**config.mk**
```make
export PLATFORM = sky130hd
export DESIGN_NAME = dbg_halt_ctl
export DESIGN_NICKNAME = d
export VERILOG_FILES = /design/src/rtl/dhc_pkg.sv /design/src/rtl/dhc_key_gate.sv /design/src/rtl/dhc_ctrl_regs.sv /design/src/rtl/dhc_sticky.sv /design/src/rtl/dbg_halt_ctl.sv
export SDC_FILE = /design/constraint.sdc
export NUM_CORES = 1
export LEC_CHECK = 0
export ABC_AREA = 1
export CAP_MARGIN = 10
export CORE_MARGIN = 3
export CORE_UTILIZATION = 50
export DETAILED_ROUTE_END_ITERATION = 10
export DONT_BUFFER_PORTS = 1
export SETUP_SLACK_MARGIN = 0.4
export SYNTH_ARGS = -nofsm -noshare
export SYNTH_HDL_FRONTEND = slang
export SYNTH_SLANG_ARGS = --single-unit
```
**constraint.sdc**
```tcl
create_clock -name clk -period 3.3 [get_ports clk]
set_clock_uncertainty 0.15 [all_clocks]
set_input_delay 0.495 -clock clk [delete_from_list [all_inputs] [get_ports clk]]
set_output_delay 0.495 -clock clk [all_outputs]
set_load 0.02 [all_outputs]
```
**src/rtl/dhc_pkg.sv**
```systemverilog
package dhc_pkg;
  localparam int unsigned DATA_W = 32;
  localparam int unsigned KEY_W  = 16;
  localparam logic [KEY_W-1:0] UNLOCK_KEY = 16'hA05F;
  localparam int unsigned CTL_W  = 4;
  localparam int unsigned STAT_W = 4;
  localparam int unsigned STICKY_N = 2;
  localparam int unsigned STAT_LSB = 16;
  localparam int unsigned STICKY_LSB = 24;

  typedef struct packed {
    logic mask;
    logic step;
    logic halt;
    logic en;
  } ctl_t;

  function automatic logic key_match(input logic [DATA_W-1:0] d);
    return d[DATA_W-1 -: KEY_W] == UNLOCK_KEY;
  endfunction

  function automatic logic [DATA_W-1:0] pack_view(
    input ctl_t c, input logic [STAT_W-1:0] st, input logic [STICKY_N-1:0] sk);
    logic [DATA_W-1:0] v;
    v = '0;
    v[CTL_W-1:0] = c;
    v[STAT_LSB +: STAT_W] = st;
    v[STICKY_LSB +: STICKY_N] = sk;
    return v;
  endfunction
endpackage

```
**src/rtl/dhc_key_gate.sv**
```systemverilog
module dhc_key_gate
  import dhc_pkg::*;
(
  input  logic              wr_en,
  input  logic              from_dbg,
  input  logic [DATA_W-1:0] wdata,
  output logic              acc,
  output logic              acc_dbg
);
  always_comb begin
    acc     = wr_en & key_match(wdata);
    acc_dbg = acc & from_dbg;
  end
endmodule

```
**src/rtl/dhc_ctrl_regs.sv**
```systemverilog
module dhc_ctrl_regs
  import dhc_pkg::*;
(
  input  logic             clk,
  input  logic             rst_n,
  input  logic             acc,
  input  logic             acc_dbg,
  input  logic [CTL_W-1:0] wnib,
  input  logic             core_halted,
  input  logic             core_retire,
  output ctl_t             ctl,
  output logic             step_start,
  output logic             step_done
);
  ctl_t q, nxt;
  logic step_run, step_run_nxt;
  logic frozen;

  always_comb begin
    frozen = q.en & ~core_halted;
    nxt = q;
    step_done = step_run & core_retire & ~acc;
    if (acc) begin
      if (acc_dbg) nxt.en = wnib[0];
      nxt.halt = wnib[1];
      if (!frozen) begin
        nxt.step = wnib[2];
        nxt.mask = wnib[3];
      end
    end else if (step_done) begin
      nxt.halt = 1'b1;
    end
    step_start = acc & nxt.en & nxt.step & ~nxt.halt;
    if (acc) step_run_nxt = step_start;
    else if (step_done) step_run_nxt = 1'b0;
    else step_run_nxt = step_run;
  end

  always_ff @(posedge clk or negedge rst_n) begin
    if (!rst_n) begin
      q <= '0;
      step_run <= 1'b0;
    end else begin
      q <= nxt;
      step_run <= step_run_nxt;
    end
  end

  assign ctl = q;
endmodule

```
**src/rtl/dhc_sticky.sv**
```systemverilog
module dhc_sticky #(
  parameter int unsigned N = 2,
  parameter logic [N-1:0] RST_VAL = '0
) (
  input  logic         clk,
  input  logic         rst_n,
  input  logic [N-1:0] set_vec,
  input  logic         rd_clr,
  output logic [N-1:0] flags
);
  for (genvar i = 0; i < N; i++) begin : g_flag
    logic f;
    always_ff @(posedge clk or negedge rst_n) begin
      if (!rst_n) f <= RST_VAL[i];
      else if (set_vec[i]) f <= 1'b1;
      else if (rd_clr) f <= 1'b0;
    end
    assign flags[i] = f;
  end
endmodule

```
**src/rtl/dbg_halt_ctl.sv**
```systemverilog
module dbg_halt_ctl
  import dhc_pkg::*;
(
  input  logic              clk,
  input  logic              rst_n,
  input  logic              wr_en,
  input  logic              rd_en,
  input  logic              from_dbg,
  input  logic [DATA_W-1:0] wdata,
  output logic [DATA_W-1:0] rdata,
  input  logic              core_halted,
  input  logic              core_sleeping,
  input  logic              core_lockup,
  input  logic              core_regrdy,
  input  logic              core_retire,
  input  logic              core_reset_evt,
  output logic              halt_req,
  output logic              step_mode,
  output logic              irq_mask
);
  logic acc, acc_dbg, step_start, step_done;
  ctl_t ctl;
  logic [STICKY_N-1:0] sticky;
  logic [STAT_W-1:0] live;

  dhc_key_gate u_gate (
    .wr_en(wr_en), .from_dbg(from_dbg), .wdata(wdata),
    .acc(acc), .acc_dbg(acc_dbg)
  );

  dhc_ctrl_regs u_ctl (
    .clk(clk), .rst_n(rst_n), .acc(acc), .acc_dbg(acc_dbg),
    .wnib(wdata[CTL_W-1:0]), .core_halted(core_halted),
    .core_retire(core_retire), .ctl(ctl),
    .step_start(step_start), .step_done(step_done)
  );

  dhc_sticky #(.N(STICKY_N), .RST_VAL(2'b10)) u_sticky (
    .clk(clk), .rst_n(rst_n),
    .set_vec({core_reset_evt, core_retire}),
    .rd_clr(rd_en), .flags(sticky)
  );

  assign live = {core_lockup, core_sleeping, core_halted, core_regrdy};
  assign rdata = pack_view(ctl, live, sticky);
  assign halt_req  = ctl.en & ctl.halt;
  assign step_mode = ctl.en & ctl.step;
  assign irq_mask  = ctl.en & ctl.mask;
endmodule

```
After elaboration in Yosys (flattened, before gate mapping) --
Index checks and enable logic that the tools add are counted.
Storage, ports and cells: bits in registers 7, bits of input ports 43, output and inout bits 35, word-level logic and storage cells 38
Operators by class: equality and inequality tests 1, mux-type cells 11, bitwise logic cells 15, reduce and logical (&&, ||, !) cells 4
Operator list (number):
- 16-bit == test (second input constant) | 1
- 1-bit bitwise AND | 11
- 1-bit 2-to-1 mux | 11
- 2-bit nonzero test | 3
- 1-bit NOT | 4
- 2-bit AND reduction | 1

Longest topological paths before layout --
word-level depth 9, gate-level depth with buffers 11, gate-level depth less buffers 11

Hierarchy --
A second synthesis with hierarchy kept.
Unflattened totals: cell total of the unflattened synthesis 99, area total of the unflattened synthesis 646.9 um^2
By module, submodules not included:
- dhc_ctrl_regs | instances 1, cells an instance 34, area an instance 245.2 um^2, sequential area each 125.1 um^2
- dbg_halt_ctl | instances 1, cells an instance 33, area an instance 221.5 um^2, sequential area each 0.0 um^2
- dhc_sticky | instances 1, cells an instance 11, area an instance 92.6 um^2, sequential area each 51.3 um^2
- dhc_key_gate | instances 1, cells an instance 21, area an instance 87.6 um^2, sequential area each 0.0 um^2

Worst setup path after synthesis --
Ideal clock, no wire load.
path type input -> register, from input wdata[27], to register u_ctl.step_run, library setup time 0.117 ns, data arrival time 1.132 ns, data required time 3.033 ns, slack 1.902 ns, cell stages on the path 10, cells stage by stage nor2_2 -> nand2_1 -> inv_1 -> nand2_1 -> nor2_2 -> nand3_1 -> nand2_1 -> inv_2 -> nand3_2 -> nand2_1
RTL lines:
- start: declaration | RTL line dbg_halt_ctl.sv:9 | input logic [DATA_W-1:0] wdata,
- end signal: assignment | RTL line dhc_ctrl_regs.sv:45 | step_run <= step_run_nxt;
- end: declaration | RTL line dhc_ctrl_regs.sv:16 | logic step_run, step_run_nxt;

Worst setup path after layout --
from register u_ctl.q, in the netlist u_ctl.ctl[0], to output irq_mask
Between the ends: cells in the longest elaborated chain, start to end 1
RTL lines:
- start: declaration | RTL line dhc_ctrl_regs.sv:15 | ctl_t q, nxt;
- start signal: assignment | RTL line dhc_ctrl_regs.sv:44 | q <= nxt;
- 1-bit bitwise AND | RTL line dbg_halt_ctl.sv:48 | assign irq_mask = ctl.en & ctl.mask;
- end: declaration | RTL line dbg_halt_ctl.sv:19 | output logic irq_mask
Every way passes these cells.

==> impl_metrics.yaml <==
detailed_routing:
  drc: 0
  drt_pass1_iterations: 4
  via_count: 565
  postRouteAntennaNets: 0
  via_per_inst: 4.48
  wl_microns: 1240
  wl_per_cell_microns: 9.85
  first_iter_violations: 6
final_layout:
  post-route-util: 0.502
  fillerInstances: 143
  drive_above_1_share: 0.153
  mostFrequentLayoutCells: "26 x nand2_1, 22 x conb_1, 20 x inv_1, 7 x nor2_2"
  finalNonFillerCells: 126
  layout_commonest_cell: "nand2_1"
  antennaDiodeCount: 0
  area_delta_synth_final_pct: -10.1
  final_nets: 155
sta:
  drv_slew: 0
  finalSetupViolCount: 0
  grt_setup_unrepaired: "no"
  fin_tns_setup_ns: 0
  fmax_ghz: 0.581
  hold_slack_ns: 0.172
  fin_crit_sh: 0.521
  hold_viol_final: 0
  min_period_ns: 1.72
synth:
  yosysWarnings: 0
  synth.distinct_cells: 17
  syn_area_sq_um: 754
  synth_cells: 113
  synth_top_area_frac: 0.279
  synth_area_leaders: "buf_4 28%, dfrtp_1 20%, nand2_1 13%, inv_1 10%, nor2_2 5.8%"
  synth_top_cell_by_area: "buf_4"
  synth.avg_cell_area_sq_um: 6.68
  synth-seq-cells: 7
  ys_seq_area_frac: 0.234
global_routing:
  grt_pass1_wl_microns: 1690
  grt_pass1_vias: 450
  grt_max_degree: 8
  grt_usage: 0.120
  overflow: 0
  antenna_found_initial: 0
clock_network:
  cts-root-buf: "clkbuf_4"
  clk_pin_slew_ns: 0.06
  tritoncts: "built"
  cts_max_level: 1
  cts_buffers: 3
  clk_latency_ns: 0.25
  numClockSinks: 7
  cts_setup_buffers: 0
  cts_buffer_depth: 2
  cts_resized: 0
critical_path:
  end_kind: "primary output"
  critical_path_required_ns: 2.65
  crit_start: "u_ctl.ctl[0]"
  critical_path_class: "reg -> out"
  cp.arrival_ns: 1.08
  r2r-start: "u_ctl.ctl[0]"
  start_kind: "flip-flop"
  cp_max_fo: 6
power:
  p_clk_frac: 0.374
  p_int_uw: 142
  power_uw: 210
  ir_drop_uv: 167
  cellLeakagePower_uw: 0.000417
  powerDensity_mw_per_mm2: 309
  p_sw_frac: 0.324
  seqPwrFrac: 0.437
  p_sw_uw: 67.9
  power_frac_comb: 0.188
min_path:
  hp-class: "in -> reg"
  min_from: "rd_en"
run_status:
  outcome: "completed"
place:
  routabilityCongestion: 0.684
  hpwl_microns: 1110
  port_buffers: 0
  placedCellCount: 121
job:
  maxCapViolCount: 0
die:
  fp.coreArea_sq_mm: 0.00135
  num_rows: 13
  dieArea_sq_mm: 0.00201
  start_util: 0.559
  die_h_microns: 44.8
  io_pins: 78
  die_x_microns: 44.8
==> flip-flops by register name, indices dropped and copies added (netlist names) <==
signal / count
u_ctl.ctl: 4
u_ctl.step_run: 1
u_sticky.g_flag.f: 2
==> worst paths after layout <==
check / endpoint / slack (ns) / cells after the start
worst max-delay path: irq_mask / 1.58 / 2
worst min-delay path: u_sticky.g_flag[1].f / 0.17 / 1
worst max register to register: u_ctl.step_run / 1.85 / 9
worst min register to register: u_ctl.step_run / 0.36 / 2
max in group asynchronous: u_sticky.g_flag[1].f / 2.29 / 1
min in group asynchronous: u_sticky.g_flag[0].f / 0.41 / 1
==> logic make-up after synthesis <==
logic type / synth area share
AO/OA/AOI/OAI: 0.0298
other: 0.00497
flip-flops: 0.234
buffers and inverters: 0.388
AND/OR/NAND/NOR: 0.343
==> power by group through the flow <==
| stage | clock network [uW] | registers [uW] | logic, uW |
|---|---|---|---|
| after floorplan | 0 | 90.4 | 66.6 |
| after global placement | 0 | 93.0 | 36.0 |
| after detailed placement | 0 | 93.3 | 36.6 |
| after CTS | 80.3 | 91.7 | 39.3 |
| after global routing | 88.5 | 91.7 | 44.1 |
| final | 78.4 | 91.6 | 39.5 |
==> cells in the mapped netlist <==
master / n
buf_4: 28
nand2_1: 26
inv_1: 20
nor2_2: 7
dfrtp_1: 6
nand3_1: 6
nor2_1: 6
inv_2: 2
nand3_2: 2
nand4_1: 2
o21ai_1: 2
conb_1: 1
dfstp_2: 1
nor2_4: 1
nor4_4: 1
o21ai_0: 1
o21bai_1: 1
==> worst max-delay path, stage by stage (launching register included) <==
cell     delay [ns]
dfrtp_1        0.56
nand2_1        0.10
inv_1          0.17
==> routing by layer <==
metal / GRT usage / vias up / part of all wire
met4: 0.0526 / 0 / 0
met5: 0 / - / 0
met2: 0.201 / 40 / 0.50
met3: 0.0598 / 0 / 0.13
met1: 0.128 / 245 / 0.37
li1: - / 280 / -
==> through the flow <==
step	worst slack [ns]	cell area (sq um)
after global routing	1.52	678
after global placement	1.81	642
after detailed placement	1.80	642
after floorplan	1.90	833
final	1.58	678
after CTS	1.57	678
==> timing repair <==
item	CTS	global route
setup endpoints to repair	0	0
hold buffers	1	0
hold endpoints to repair	7	0
==> area by class of cell <==
cell class	count	area, sq um	share of cell area
inverters	22	82.6	0.122
multi-input cells	77	364	0.537
well taps	15	18.8	0.0277
clock buffers	4	26.3	0.0387
flip-flops and latches	7	176	0.260
repair buffers	1	10.0	0.0148
(Power assumes the default switching activity.)
